`src/rtl/scan_seq_pkg.sv`:
```
package scan_seq_pkg;

  typedef enum logic [1:0] {
    MODE_STUCK       = 2'd0,
    MODE_CAPLAUNCH   = 2'd1,
    MODE_SHIFTLAUNCH = 2'd2,
    MODE_STUCK_ALT   = 2'd3
  } test_mode_e;

  typedef enum logic [2:0] {
    PH_IDLE   = 3'd0,
    PH_LOAD   = 3'd1,
    PH_CAPT   = 3'd2,
    PH_CAPT2  = 3'd3,
    PH_UNLOAD = 3'd4,
    PH_DONE   = 3'd5
  } phase_e;

endpackage

```
`src/rtl/scan_seq_rst_sync.sv`:
```
module scan_seq_rst_sync #(
  parameter int STAGES = 2
) (
  input  logic clk,
  input  logic rst_n_async,
  output logic rst_n_sync
);

  logic [STAGES-1:0] sync_q;

  always_ff @(posedge clk or negedge rst_n_async) begin
    if (!rst_n_async) sync_q <= '0;
    else              sync_q <= {sync_q[STAGES-2:0], 1'b1};
  end

  assign rst_n_sync = sync_q[STAGES-1];

endmodule

```
`src/rtl/scan_seq_ctrl.sv`:
```
module scan_seq_ctrl
  import scan_seq_pkg::*;
#(
  parameter int LEN_W = 8,
  parameter int PAT_W = 8
) (
  input  logic             clk,
  input  logic             rst_n,
  input  logic             start_i,
  input  logic [1:0]       mode_i,
  input  logic             overlap_i,
  input  logic [LEN_W-1:0] len_i,
  input  logic [PAT_W-1:0] npat_i,
  output logic             scan_en_o,
  output logic             at_speed_o,
  output logic             chain_ce_o,
  output logic             load_o,
  output logic             cmp_o,
  output logic             busy_o,
  output logic             done_o
);

  phase_e             phase_q, phase_d;
  logic [LEN_W-1:0]   bit_q, bit_d;
  logic [PAT_W-1:0]   pat_q, pat_d;
  logic [PAT_W-1:0]   pat_inc;
  test_mode_e         mode_q;
  logic               ovl_q;
  logic [LEN_W-1:0]   len_q;
  logic [PAT_W-1:0]   npat_q;
  logic               last_bit;
  logic               is_cl, is_sl;
  logic               zero_cfg;

  assign is_cl    = (mode_q == MODE_CAPLAUNCH);
  assign is_sl    = (mode_q == MODE_SHIFTLAUNCH);
  assign last_bit = (bit_q == (len_q - 1'b1));
  assign pat_inc  = pat_q + 1'b1;
  assign zero_cfg = (len_i == '0) || (npat_i == '0);

  // next-state
  always_comb begin
    phase_d = phase_q;
    bit_d   = bit_q;
    pat_d   = pat_q;
    if (start_i) begin
      phase_d = zero_cfg ? PH_DONE : PH_LOAD;
      bit_d   = '0;
      pat_d   = '0;
    end else begin
      case (phase_q)
        PH_LOAD: begin
          if (last_bit) begin
            bit_d   = '0;
            phase_d = PH_CAPT;
          end else begin
            bit_d = bit_q + 1'b1;
          end
        end
        PH_CAPT: begin
          if (is_cl) begin
            phase_d = PH_CAPT2;
          end else begin
            pat_d   = pat_inc;
            phase_d = (!ovl_q || (pat_inc == npat_q)) ? PH_UNLOAD : PH_LOAD;
          end
        end
        PH_CAPT2: begin
          pat_d   = pat_inc;
          phase_d = (!ovl_q || (pat_inc == npat_q)) ? PH_UNLOAD : PH_LOAD;
        end
        PH_UNLOAD: begin
          if (last_bit) begin
            bit_d   = '0;
            phase_d = (pat_q == npat_q) ? PH_DONE : PH_LOAD;
          end else begin
            bit_d = bit_q + 1'b1;
          end
        end
        default: ;
      endcase
    end
  end

  // sequencing registers
  always_ff @(posedge clk or negedge rst_n) begin
    if (!rst_n) begin
      phase_q <= PH_IDLE;
      bit_q   <= '0;
      pat_q   <= '0;
    end else begin
      phase_q <= phase_d;
      bit_q   <= bit_d;
      pat_q   <= pat_d;
    end
  end

  // configuration, enabled by start
  always_ff @(posedge clk or negedge rst_n) begin
    if (!rst_n) begin
      mode_q <= MODE_STUCK;
      ovl_q  <= 1'b0;
      len_q  <= '0;
      npat_q <= '0;
    end else if (start_i) begin
      mode_q <= test_mode_e'(mode_i);
      ovl_q  <= overlap_i;
      len_q  <= len_i;
      npat_q <= npat_i;
    end
  end

  // output decode
  always_comb begin
    scan_en_o  = (phase_q == PH_LOAD) || (phase_q == PH_UNLOAD);
    load_o     = (phase_q == PH_LOAD);
    cmp_o      = (phase_q == PH_UNLOAD) ||
                 ((phase_q == PH_LOAD) && ovl_q && (pat_q != '0));
    busy_o     = (phase_q == PH_LOAD) || (phase_q == PH_CAPT) ||
                 (phase_q == PH_CAPT2) || (phase_q == PH_UNLOAD);
    chain_ce_o = busy_o;
    done_o     = (phase_q == PH_DONE);
    at_speed_o = ((phase_q == PH_CAPT) && (is_cl || is_sl)) ||
                 (phase_q == PH_CAPT2) ||
                 ((phase_q == PH_LOAD) && is_sl && last_bit);
  end

  // stuck-at and shift-launched patterns capture for one cycle only
  assert_single_capture_R2: assert property (@(posedge clk) disable iff (!rst_n)
    (!start_i && busy_o && $fell(scan_en_o) && !is_cl) |=> scan_en_o);

  // capture-launched patterns capture on two consecutive at-speed cycles
  assert_double_capture_R5: assert property (@(posedge clk) disable iff (!rst_n)
    (!start_i && busy_o && $fell(scan_en_o) && is_cl) |=> (!scan_en_o && at_speed_o));

  // the at-speed last shift is followed at once by an at-speed capture
  assert_shift_launch_R6: assert property (@(posedge clk) disable iff (!rst_n)
    (!start_i && is_sl && scan_en_o && at_speed_o) |=> (!scan_en_o && at_speed_o && busy_o));

  // done holds until the next start
  assert_done_hold_R9: assert property (@(posedge clk) disable iff (!rst_n)
    (done_o && !start_i) |=> done_o);

  // the bit counter stays inside the chain while shifting
  assert_bit_range_R3: assert property (@(posedge clk) disable iff (!rst_n)
    scan_en_o |-> (bit_q < len_q));

endmodule

```
`src/rtl/scan_seq_cmp.sv`:
```
module scan_seq_cmp (
  input  logic clk,
  input  logic rst_n,
  input  logic clear_i,
  input  logic cmp_en_i,
  input  logic so_i,
  input  logic exp_i,
  output logic fail_o
);

  logic fail_d;

  always_comb begin
    fail_d = fail_o;
    if (clear_i)                          fail_d = 1'b0;
    else if (cmp_en_i && (so_i != exp_i)) fail_d = 1'b1;
  end

  always_ff @(posedge clk or negedge rst_n) begin
    if (!rst_n) fail_o <= 1'b0;
    else        fail_o <= fail_d;
  end

  // a compared mismatch is flagged on the next cycle
  assert_mismatch_flag_R8: assert property (@(posedge clk) disable iff (!rst_n)
    (!clear_i && cmp_en_i && (so_i != exp_i)) |=> fail_o);

  // the flag is sticky until cleared
  assert_fail_sticky_R8: assert property (@(posedge clk) disable iff (!rst_n)
    (fail_o && !clear_i) |=> fail_o);

  // start clears the flag
  assert_start_clears_R1: assert property (@(posedge clk) disable iff (!rst_n)
    clear_i |=> !fail_o);

endmodule

```
`src/rtl/scan_seq.sv`:
```
module scan_seq
  import scan_seq_pkg::*;
#(
  parameter int LEN_W = 8,
  parameter int PAT_W = 8
) (
  input  logic             clk,
  input  logic             rst_n,
  input  logic             start,
  input  logic [1:0]       mode,
  input  logic             overlap,
  input  logic [LEN_W-1:0] chain_len,
  input  logic [PAT_W-1:0] pat_count,
  input  logic             stim_bit,
  input  logic             exp_bit,
  input  logic             chain_so,
  output logic             scan_en,
  output logic             chain_ce,
  output logic             at_speed,
  output logic             scan_in,
  output logic             stim_pop,
  output logic             resp_valid,
  output logic             busy,
  output logic             done,
  output logic             fail
);

  logic rst_sync_n;

  scan_seq_rst_sync #(.STAGES(2)) u_rst (
    .clk         (clk),
    .rst_n_async (rst_n),
    .rst_n_sync  (rst_sync_n)
  );

  scan_seq_ctrl #(.LEN_W(LEN_W), .PAT_W(PAT_W)) u_ctrl (
    .clk        (clk),
    .rst_n      (rst_sync_n),
    .start_i    (start),
    .mode_i     (mode),
    .overlap_i  (overlap),
    .len_i      (chain_len),
    .npat_i     (pat_count),
    .scan_en_o  (scan_en),
    .at_speed_o (at_speed),
    .chain_ce_o (chain_ce),
    .load_o     (stim_pop),
    .cmp_o      (resp_valid),
    .busy_o     (busy),
    .done_o     (done)
  );

  scan_seq_cmp u_cmp (
    .clk      (clk),
    .rst_n    (rst_sync_n),
    .clear_i  (start),
    .cmp_en_i (resp_valid),
    .so_i     (chain_so),
    .exp_i    (exp_bit),
    .fail_o   (fail)
  );

  assign scan_in = stim_pop & stim_bit;

  // response bits are only taken while the chain shifts
  assert_resp_in_shift_R8: assert property (@(posedge clk) disable iff (!rst_sync_n)
    resp_valid |-> (scan_en && chain_ce));

  // the chain is clocked whenever the sequencer asks for a shift
  assert_ce_on_shift_R11: assert property (@(posedge clk) disable iff (!rst_sync_n)
    scan_en |-> chain_ce);

endmodule

```
`config.mk`:
```
export PLATFORM = sky130hd
export DESIGN_NAME = scan_seq
export DESIGN_NICKNAME = d
export VERILOG_FILES = /design/src/rtl/scan_seq_pkg.sv /design/src/rtl/scan_seq_rst_sync.sv /design/src/rtl/scan_seq_ctrl.sv /design/src/rtl/scan_seq_cmp.sv /design/src/rtl/scan_seq.sv
export SDC_FILE = /design/constraint.sdc
export NUM_CORES = 1
export LEC_CHECK = 0
export ABC_AREA = 0
export BUFFER_PORTS_ARGS = -buffer_cell sky130_fd_sc_hd__buf_2
export CAP_MARGIN = 20
export CORE_UTILIZATION = 30
export CTS_BUF_LIST = sky130_fd_sc_hd__clkbuf_2 sky130_fd_sc_hd__clkbuf_4 sky130_fd_sc_hd__clkbuf_8
export CTS_CLUSTER_SIZE = 25
export DETAILED_ROUTE_END_ITERATION = 7
export GPL_ROUTABILITY_DRIVEN = 0
export PLACE_DENSITY = 0.51
export SLEW_MARGIN = 0
export SYNTH_ARGS = -nofsm -noshare
export SYNTH_HDL_FRONTEND = slang
export SYNTH_SLANG_ARGS = --single-unit
```
`constraint.sdc`:
```
create_clock -name clk -period 3.1 [get_ports clk]
set_input_delay 0.465 -clock clk [delete_from_list [all_inputs] [get_ports clk]]
set_output_delay 0.465 -clock clk [all_outputs]
set_load 0.03 [all_outputs]
```
==> results of run 1 <==
## layer usage
metal | GRT usage | part of all wire | vias up
li1 | - | - | 1021
met1 | 0.179 | 0.46 | 992
met2 | 0.248 | 0.50 | 31
met3 | 0.0222 | 0.028 | 8
met4 | 0.0423 | 0.012 | 0
met5 | 0 | 0 | -
## power groups by stage
stage	sequential (uW)	clock [uW]	combinational, uW
after floorplan	606	0	148
after global placement	611	0	201
after detailed placement	612	0	203
after CTS	602	403	219
after global routing	608	424	242
final	601	386	216
## critical path, cell delays in order, from the launching register on
cell	delay, ns
dfrtp_1	0.40
inv_2	0.09
ha_4	0.14
or3b_4	0.38
or4_4	0.44
a2111oi_4	0.37
nand4_2	0.16
nor2_1	0.14
o21a_1	0.14
buf_6	0.13
## layout make-up
| cell class | instances | area [um2] |
|---|---|---|
| Clock buffer | 7 | 96.3 |
| Clock inverter | 1 | 5.00 |
| Fill cell | 828 | 4940 |
| Inverter | 11 | 41.3 |
| Multi-Input combinational cell | 205 | 1380 |
| Sequential cell | 41 | 1030 |
| Tap cell | 102 | 128 |
| Timing Repair Buffer | 40 | 226 |
## synth_stat cells, drive strengths merged, types with 3 or more instances
library cell / n / area (um2)
nand2: 26 / 97.6
o2111ai: 3 / 26.3
and3: 3 / 18.8
xor2: 13 / 114
nand2b: 6 / 37.5
nor2: 24 / 90.1
dfrtp: 41 / 1030
clkbuf: 12 / 45.0
mux2: 13 / 146
nor3: 9 / 45.0
a21oi: 14 / 70.1
nor4: 6 / 37.5
nand4: 3 / 25.0
o21ai: 11 / 55.1
inv: 11 / 41.3
ha: 6 / 75.1
nand3: 11 / 55.1
a31oi: 3 / 18.8
xnor2: 15 / 131
or3: 3 / 18.8
a21o: 3 / 22.5
## state kept, by name, indices dropped and copies added, names as in the netlist
| signal | flops |
|---|---|
| u_ctrl.bit_q | 8 |
| u_ctrl.len_q | 8 |
| u_ctrl.npat_q | 8 |
| u_ctrl.pat_q | 8 |
| u_ctrl.phase_q | 3 |
| u_ctrl.mode_q | 2 |
| u_rst.sync_q | 2 |
| u_cmp.fail_o | 1 |
| u_ctrl.ovl_q | 1 |
## worst max-delay path by stage
stage / from / end / slack (ns) / depth (start not counted)
6_report: u_ctrl.len_q[1]$_DFFE_PN0P_ / at_speed / -0.03 / 9
5_1_grt: u_ctrl.len_q[1]$_DFFE_PN0P_ / at_speed / -0.17 / 9
4_1_cts: u_ctrl.len_q[1]$_DFFE_PN0P_ / at_speed / -0.04 / 9
3_5_place_dp: u_ctrl.len_q[1]$_DFFE_PN0P_ / at_speed / 0.06 / 9
3_3_place_gp: u_ctrl.len_q[1]$_DFFE_PN0P_ / at_speed / 0.14 / 9
2_1_floorplan: u_ctrl.len_q[0]$_DFFE_PN0P_ / at_speed / 0.10 / 8
## repair_timing
action                                 in CTS  in global routing
pin swaps                                   4                  0
endpoints found under the hold margin       2                  0
buffers inserted                            3                  0
setup endpoints to repair                   1                  1
gates resized for setup                     7                  0
hold buffers                                1                  0
## cell families after synthesis
kind of cell | after synthesis | synth area share
AO/OA/AOI/OAI | 50 | 0.134
XOR/XNOR | 28 | 0.0988
adder cells (fa/ha/maj) | 6 | 0.0303
buffers and inverters | 25 | 0.0393
flip-flops | 41 | 0.414
multiplexers | 14 | 0.0630
other | 1 | 0.00151
AND/OR/NAND/NOR | 106 | 0.219
## per-stage QoR
| stage | cells | setup slack [ns] | TNS [ns] | power [uW] |
|---|---|---|---|---|
| finish | 407 | -0.0310 | -0.0310 | 1200 |
| global route | 407 | -0.171 | -0.171 | 1270 |
| CTS | 407 | -0.0350 | -0.0350 | 1220 |
| detailed placement | 395 | 0.0601 | 0 | 816 |
| global placement | 395 | 0.138 | 0 | 813 |
| floorplan | 271 | 0.101 | 0 | 754 |
==> out/results.txt, run 1 <==
Required time of the critical path: 2.63 ns
Post-route DRC violation count: 0
Sequential share of power: 0.499
Ports: 34
CTS Root Buffer Type: clkbuf_8
Crit path max fanout: 4
Switch Pwr: 341 uW
Number of cell rows: 32
CTS tree: done
Share of total power in combinational logic: 0.180
Gate Count Post-Synth: 271
Die Wd: 92.9 um
Hold Slack: 0.301 ns
Vias in the first global route: 2,063
Diode count: 0
Area grow syn2layout: 17.1%
Max Freq: 0.319 GHz
Layout cells sized above 1: 0.223
Post-synth EDFFs: 0
Arr. time, crit path: 2.67 ns
Synth Register Bits: 41
Hold crit path type: reg2async
Minimum clock period: 3.13 ns
Finished Cell Area: 0.00291 mm2
Synth unique cells: 52
Switching Share: 0.283
WL/cell: 14.0 um
Slew Viols, Final: 0
Clock Power Share: 0.321
PwrDens: 415 mW/mm2
R2r endpoint: u_ctrl.phase_q[2]$_DFFE_PN0P_
R2R depth: 9
RSZ-0062 raised after global routing: true
YS warnings: 0
Internal: 863 uW
First-pass GRT wire length: 9.78 mm
Grt ovf: 0
Core area: 0.00785 mm2
Max Cap Violations: 0
Worst Path Class, Setup: reg2out
Peak VDD IR: 0.000174 V
Starting Density: 0.316
Initial antenna violation count: 0
R2R setup slack: 0.26 ns
Crit share post-route: 1.01
Outcome: finished, violations left
Final core occ: 0.370
Failing checks: negative setup slack
HPWL after DPL: 4.04 mm
Crit path capture type: output port
Via/cell ratio: 5.04
Final worst setup slack: -0.0310 ns
Startpoint Class: flip-flop
Syn nets: 302
Via count: 2,052
Worst reg2reg startpoint: u_ctrl.len_q[1]$_DFFE_PN0P_
Clock Path Buffers: 2
Die ar.: 0.00864 mm2
Clk slew on worst S/H paths: 0.08 ns
Sequential share of the synthesized area: 0.414
Leakage: 0.00123 uW
Largest net degree at the start of global routing: 52
Drt total wl: 5.69 mm
Port bufs: 33
Fin nets: 335
Iter 0 DRT Violations: 64
DP Area: 0.00274 mm2
Setup violators final: 1
Clock Sinks: 41
First-pass DRT Iterations: 4
Die Y-Extent: 92.9 um
TritonCTS Buffers: 5
Synthesized area: 0.00248 mm2
Final Hold Viols: 0
Post-DRT Antenna Nets: 0
Post-Route Skew: 0.00573 ns
Post-synthesis async set-or-reset flop share: 1.00
Main flop type after synthesis: dfrtp_1
Worst skew pair latency: 0.29 ns
Htree depth: 2
Most frequent cells in the layout: dfrtp_1 (41), buf_2 (32), nand2_1 (26)
Most common cell after layout, fill and taps aside: dfrtp_1
Synth Area per Inst: 9.16 um2
Least-Margin Pin Slew: 0.943 ns
Total track usage: 0.142
Rel. slew slack: 0.371
Note: power is estimated with default switching activity, not from simulation.
==> run 2: changes to the inputs <==
--- a/config.mk
+++ b/config.mk
@@ -8,13 +8,16 @@
 export ABC_AREA = 0
 export BUFFER_PORTS_ARGS = -buffer_cell sky130_fd_sc_hd__buf_2
 export CAP_MARGIN = 20
+export CELL_PAD_IN_SITES_DETAIL_PLACEMENT = 1
+export CELL_PAD_IN_SITES_GLOBAL_PLACEMENT = 1
 export CORE_UTILIZATION = 30
 export CTS_BUF_LIST = sky130_fd_sc_hd__clkbuf_2 sky130_fd_sc_hd__clkbuf_4 sky130_fd_sc_hd__clkbuf_8
 export CTS_CLUSTER_SIZE = 25
 export DETAILED_ROUTE_END_ITERATION = 7
 export GPL_ROUTABILITY_DRIVEN = 0
-export PLACE_DENSITY = 0.51
-export SLEW_MARGIN = 0
+export PLACE_DENSITY = 0.62
+export RECOVER_POWER = 100
+export SLEW_MARGIN = 25
 export SYNTH_ARGS = -nofsm -noshare
 export SYNTH_HDL_FRONTEND = slang
 export SYNTH_SLANG_ARGS = --single-unit
==> out/results.txt, run 2 (synthesized netlist as in run 1, its figures left out) <==
Crit share post-route: 0.993 (was 1.01)
Die Y-Extent: 92.9 um (unchanged)
First-pass DRT Iterations: 4 (unchanged)
Post-route DRC violation count: 0 (unchanged)
Arr. time, crit path: 2.61 ns (was 2.67 ns)
Required time of the critical path: 2.63 ns (about the same)
HPWL after DPL: 4.48 mm (was 4.04 mm)
Drt total wl: 6.14 mm (was 5.69 mm)
Hold Slack: 0.232 ns (was 0.301 ns)
Total track usage: 0.154 (was 0.142)
Final core occ: 0.367 (was 0.370)
Number of cell rows: 32 (unchanged)
First-pass GRT wire length: 10.5 mm (was 9.78 mm)
TritonCTS Buffers: 5 (unchanged)
Final Hold Viols: 0 (unchanged)
Slew Viols, Final: 52 (was 0)
R2r endpoint: u_ctrl.phase_q[2]$_DFFE_PN0P_ (unchanged)
Clk slew on worst S/H paths: 0.08 ns (about the same)
Port bufs: 33 (unchanged)
Rel. slew slack: -0.542 (was 0.371)
Max Freq: 0.325 GHz (was 0.319 GHz)
Clock Path Buffers: 2 (unchanged)
Fin nets: 335 (unchanged)
Peak VDD IR: 0.000204 V (was 0.000174 V)
CTS tree: done (unchanged)
Hold crit path type: reg2async (unchanged)
Most frequent cells in the layout: dfrtp_1 (41), nand2_1 (26), nor2_1 (24) (was dfrtp_1 (41), buf_2 (32), nand2_1 (26))
Post-Route Skew: 0.00867 ns (was 0.00573 ns)
Minimum clock period: 3.08 ns (was 3.13 ns)
Outcome: finished, violations left (unchanged)
Iter 0 DRT Violations: 33 (was 64)
RSZ-0062 raised after global routing: true (unchanged)
Failing checks: max-capacitance violations, max-slew violations (was negative setup slack)
Leakage: 0.00119 uW (was 0.00123 uW)
Diode count: 0 (unchanged)
Die ar.: 0.00864 mm2 (unchanged)
Area grow syn2layout: 16.0% (was 17.1%)
Crit path max fanout: 3 (was 4)
Vias in the first global route: 2,152 (was 2,063)
Grt ovf: 0 (unchanged)
Via count: 2,051 (was 2,052)
Ports: 34 (unchanged)
Via/cell ratio: 5.05 (was 5.04)
PwrDens: 414 mW/mm2 (was 415 mW/mm2)
Layout cells sized above 1: 0.184 (was 0.223)
Startpoint Class: flip-flop (unchanged)
CTS Root Buffer Type: clkbuf_8 (unchanged)
Htree depth: 2 (unchanged)
WL/cell: 15.1 um (was 14.0 um)
Critical path cell sequence: inv_2 > ha_4 > or3b_4 > or4_4 > a2111oi_4 > nand4_2 > nor2_1 > o21a_1 > buf_6 (unchanged)
CP max stage delay: 0.43 ns (was 0.44 ns)
Crit-path slowest cell: or4_4 (unchanged)
Setup violators final: 0 (was 1)
R2R depth: 8 (was 9)
Crit path capture type: output port (unchanged)
Fillers: 960 (was 828)
Max Cap Violations: 1 (was 0)
Worst Path Class, Setup: reg2out (unchanged)
Largest net degree at the start of global routing: 52 (unchanged)
Core area: 0.00785 mm2 (unchanged)
Post-DRT Antenna Nets: 0 (unchanged)
Least-Margin Pin Slew: 2.31 ns (was 0.943 ns)
Starting Density: 0.316 (unchanged)
Clock Sinks: 41 (unchanged)
Worst reg2reg startpoint: u_ctrl.len_q[1]$_DFFE_PN0P_ (unchanged)
R2R setup slack: 0.38 ns (was 0.26 ns)
Initial antenna violation count: 0 (unchanged)
Worst skew pair latency: 0.30 ns (was 0.29 ns)
Most common cell after layout, fill and taps aside: dfrtp_1 (unchanged)
Die Wd: 92.9 um (unchanged)
## run 2: cell types whose count changed in the layout (fill, tap and decap cells not counted)
cell	delta
buf_4	-1
clkbuf_8	-1
buf_2	-10
clkinv_2	-1
clkbuf_1	+11
clkbuf_4	+1
## run 2: worst max-delay path, delay by kind of cell (launching register included)
| family | cells | cell delay, ns |
|---|---|---|
| AO/OA/AOI/OAI | 2 | 0.48 |
| adder cells (fa/ha/maj) | 1 | 0.13 |
| buffers and inverters | 2 | 0.22 |
| flip-flops | 1 | 0.40 |
| AND/OR/NAND/NOR | 4 | 1.10 |
## run 2: power breakdown
| group | internal, uW | switching (uW) |
|---|---|---|
| combinational | 94.5 | 118 |
| sequential | 565 | 40.2 |
| clock | 186 | 187 |
| total | 845 | 345 |
## run 2: what timing repair did
item / in CTS / in global routing
hold endpoints to repair: 2 / 0
resized for setup: 7 / 0
pin swaps: 4 / 0
setup endpoints to repair: 1 / 1
hold buffers: 1 / 0
gates cloned: 0 / 0
buffers inserted: 3 / 0
## run 2: routing by layer
metal / part of all wire / up-vias / track usage
li1: - / 1020 / -
met5: 0 / - / 0
met1: 0.47 / 1009 / 0.188
met3: 0.019 / 5 / 0.0271
met4: 0.0086 / 0 / 0.0423
met2: 0.51 / 17 / 0.276
## run 2: cell type report
class	instances	area [um2]	share of cell area
Inverter	11	41.3	0.0143
Sequential cell	41	1030	0.357
Clock buffer	7	90.1	0.0313
Multi-Input combinational cell	205	1380	0.480
Timing Repair Buffer	40	210	0.0730
Tap cell	102	128	0.0443
## run 2: worst max-delay path by stage
stage | from | end | slack (ns)
floorplan | u_ctrl.len_q[0]$_DFFE_PN0P_ | at_speed | 0.10
global placement | u_ctrl.len_q[1]$_DFFE_PN0P_ | at_speed | 0.14
detailed placement | u_ctrl.len_q[1]$_DFFE_PN0P_ | at_speed | 0.08
CTS | u_ctrl.len_q[1]$_DFFE_PN0P_ | at_speed | -0.02
global route | u_ctrl.len_q[1]$_DFFE_PN0P_ | at_speed | -0.09
finish | u_ctrl.len_q[1]$_DFFE_PN0P_ | at_speed | 0.02
## run 2: per-stage QoR
step                TNS (ns)  power (uW)  worst slack [ns]  cells  area (um2)
global placement           0         814             0.140    395        2740
detailed placement         0         819            0.0767    395        2740
floorplan                  0         754             0.101    271        2480
finish                     0        1190            0.0210    406        2880
CTS                  -0.0214        1220           -0.0214    406        2890
global route         -0.0860        1260           -0.0860    406        2880
==> run 3: changes to the inputs <==
--- a/config.mk
+++ b/config.mk
@@ -20,4 +20,5 @@
 export SLEW_MARGIN = 25
 export SYNTH_ARGS = -nofsm -noshare
 export SYNTH_HDL_FRONTEND = slang
+export SYNTH_HIERARCHICAL = 1
 export SYNTH_SLANG_ARGS = --single-unit
==> out/results.txt, run 3 <==
Syn nets: 302 (unchanged)
Area leader, netlist: dfrtp_1 (unchanged)
Switch Pwr: 342 uW (was 345 uW)
Main flop type after synthesis: dfrtp_1 (unchanged)
YS warnings: 6 (was 0)
Most common cell after layout, fill and taps aside: dfrtp_1 (unchanged)
Startpoint Class: flip-flop (unchanged)
Total track usage: 0.148 (was 0.154)
Post-synth top area share: 0.402 (was 0.414)
Core area: 0.00822 mm2 (was 0.00785 mm2)
Crit-path slowest cell: or4bb_1 (was or4_4)
Crit path max fanout: 4 (was 3)
Worst path bufs/invs: 1 (was 2)
WL/cell: 14.8 um (was 15.1 um)
CTS tree: done (unchanged)
Switching Share: 0.296 (was 0.290)
Leakage: 0.00117 uW (was 0.00119 uW)
Synth Area per Inst: 9.42 um2 (was 9.16 um2)
Rel. slew slack: -0.421 (was -0.542)
Arr. time, crit path: 2.49 ns (was 2.61 ns)
Die Wd: 94.2 um (was 92.9 um)
Synth top cells by count: dfrtp_1 (41), nand2_1 (28), xnor2_1 (17), a21oi_1 (16), mux2_2 (14) (was dfrtp_1 (41), nand2_1 (26), nor2_1 (24), xnor2_1 (15), a21oi_1 (14))
Clk slew on worst S/H paths: 0.08 ns (about the same)
Peak VDD IR: 0.000220 V (was 0.000204 V)
Number of cell rows: 33 (was 32)
Die Y-Extent: 94.2 um (was 92.9 um)
Worst Path Class, Setup: reg2out (unchanged)
Die ar.: 0.00888 mm2 (was 0.00864 mm2)
Via/cell ratio: 5.03 (was 5.05)
Internal: 811 uW (was 845 uW)
Synth area leaders: dfrtp_1 (40%), mux2_2 (6.2%), xnor2_1 (5.8%) (was dfrtp_1 (41%), mux2_2 (5.9%), xnor2_1 (5.3%))
Clock Sinks: 41 (unchanged)
Post-synthesis async set-or-reset flop share: 1.00 (unchanged)
Clock Power Share: 0.312 (was 0.313)
Final Hold Viols: 0 (unchanged)
Synth Register Bits: 41 (unchanged)
Htree depth: 2 (unchanged)
Initial antenna violation count: 0 (unchanged)
Critical path's top delay family: simple AND/OR/NAND/NOR gates (unchanged)
Post-route DRC violation count: 0 (unchanged)
Post-Route Skew: 0.00662 ns (was 0.00867 ns)
Most frequent cells in the layout: dfrtp_1 (39), nand2_1 (28), buf_2 (22) (was dfrtp_1 (41), nand2_1 (26), nor2_1 (24))
Port bufs: 33 (unchanged)
Critical path cell sequence: nor2_4 > nand4_4 > or4bb_1 > and3b_1 > or4_1 > a21oi_2 > buf_6 (was inv_2 > ha_4 > or3b_4 > or4_4 > a2111oi_4 > nand4_2 > nor2_1 > o21a_1 > buf_6)
Max Cap Violations: 1 (unchanged)
Grt ovf: 0 (unchanged)
Post-DRT Antenna Nets: 0 (unchanged)
First-pass GRT wire length: 10.1 mm (was 10.5 mm)
CP max stage delay: 0.49 ns (was 0.43 ns)
Required time of the critical path: 2.63 ns (about the same)
Crit share post-route: 0.954 (was 0.993)
First-pass DRT Iterations: 4 (unchanged)
Fin nets: 336 (was 335)
Sequential share of the synthesized area: 0.402 (was 0.414)
Max Freq: 0.338 GHz (was 0.325 GHz)
Via count: 2,067 (was 2,051)
Largest net degree at the start of global routing: 47 (was 52)
Clock Path Buffers: 2 (unchanged)
Minimum clock period: 2.96 ns (was 3.08 ns)
Worst path depth: 7 (was 9)
Share of total power in combinational logic: 0.164 (was 0.179)
Least-Margin Pin Slew: 2.13 ns (was 2.31 ns)
Synthesized area: 0.00255 mm2 (was 0.00248 mm2)
Drt total wl: 6.08 mm (was 6.14 mm)
Worst skew pair latency: 0.30 ns (about the same)
Gate Count Post-Synth: 271 (unchanged)
Crit path capture type: output port (unchanged)
RSZ-0062 raised after global routing: false (was true)
Synth unique cells: 56 (was 52)
Slew Viols, Final: 47 (was 52)
CTS Root Buffer Type: clkbuf_8 (unchanged)
Diode count: 0 (unchanged)
Sequential share of power: 0.525 (was 0.508)
Outcome: finished, violations left (unchanged)
Ports: 34 (unchanged)
Area grow syn2layout: 13.6% (was 16.0%)
Vias in the first global route: 2,044 (was 2,152)
Failing checks: max-capacitance violations, max-slew violations (unchanged)
Setup violators final: 0 (unchanged)
PwrDens: 398 mW/mm2 (was 414 mW/mm2)
Starting Density: 0.311 (was 0.316)
Hold Slack: 0.282 ns (was 0.232 ns)
Most common cell in the synthesized netlist: dfrtp_1 (unchanged)
Hold crit path type: reg2async (unchanged)
Iter 0 DRT Violations: 53 (was 33)
HPWL after DPL: 4.35 mm (was 4.48 mm)
R2R depth: 7 (was 8)
Final setup TNS: 0 ns (unchanged)
Layout cells sized above 1: 0.222 (was 0.184)
TritonCTS Buffers: 5 (unchanged)
Post-synth EDFFs: 0 (unchanged)
==> run 3: cell families (layout without fill, tap and decap cells) <==
family,Yosys count,count (layout),share of synthesized area
and+or+nand+nor,101,101,0.223
muxes,14,14,0.0618
adders and majority gates,6,6,0.0294
other,1,1,0.00147
AOI/OAI and AO/OA,52,52,0.132
xor gates and xnor gates,27,27,0.0926
DFF,41,41,0.402
buffers and inverters,29,64,0.0583
==> run 3: per-stage QoR <==
stage                     instances  power (uW)  instance area, um2  worst slack (ns)  utilization
after global placement          399         798                2790             0.373        0.339
after CTS                       408        1180                2880            0.0437        0.351
after global routing            411        1220                2900           0.00727        0.353
final                           411        1150                2900             0.143        0.353
after floorplan                 271         746                2550             0.232            -
after detailed placement        399         803                2790             0.381        0.339
==> run 3: worst paths after layout <==
check | slack, ns | from | endpoint
max in group asynchronous | 1.04 | u_rst/sync_q[1]$_DFF_PN0_ | u_ctrl/len_q[3]$_DFFE_PN0P_
worst min-delay path | 0.28 | u_rst/sync_q[1]$_DFF_PN0_ | u_ctrl/npat_q[7]$_DFFE_PN0P_
worst max-delay path | 0.14 | u_ctrl/len_q[2]$_DFFE_PN0P_ | at_speed
worst min register to register | 0.28 | u_rst/sync_q[1]$_DFF_PN0_ | u_ctrl/npat_q[7]$_DFFE_PN0P_
worst max register to register | 0.73 | u_ctrl/len_q[2]$_DFFE_PN0P_ | u_ctrl/phase_q[2]$_DFFE_PN0P_
min in group clk | 0.36 | u_rst/sync_q[0]$_DFF_PN0_ | u_rst/sync_q[1]$_DFF_PN0_
==> run 3: power by group through the flow <==
stage	logic, uW	registers, uW	clock network [uW]
after CTS	189	606	381
after global routing	212	612	395
final	189	605	359
after detailed placement	187	617	0
after floorplan	138	608	0
after global placement	183	615	0
==> run 3: cell type report <==
class                           instances  area (um2)
Fill cell                             974        5320
Multi-Input combinational cell        201        1380
Sequential cell                        41        1030
Timing Repair Buffer                   41         215
Tap cell                              105         131
Clock buffer                            5        68.8
Inverter                               15        56.3
Clock inverter                          3        17.5
==> run 3: worst register-to-register path, delay by kind of cell (launching register included) <==
| family | cells | cell delay (ns) |
|---|---|---|
| flops | 1 | 0.44 |
| simple gates | 4 | 0.96 |
| buf+inv | 1 | 0.19 |
| compound gates | 2 | 0.67 |
==> run 3: what timing repair did <==
action,in CTS,in global routing
gates resized for setup,0,6
hold endpoints to repair,2,0
hold buffers,1,0
setup buffers,0,3
setup endpoints to repair,0,1
==> run 3: routing by layer <==
layer | track usage | vias to the layer above | wire [um]
met4 | 0.0487 | 0 | 68
met5 | 0 | - | 0
li1 | - | 1019 | -
met3 | 0.0283 | 5 | 184
met1 | 0.208 | 1002 | 3030
met2 | 0.227 | 41 | 2790
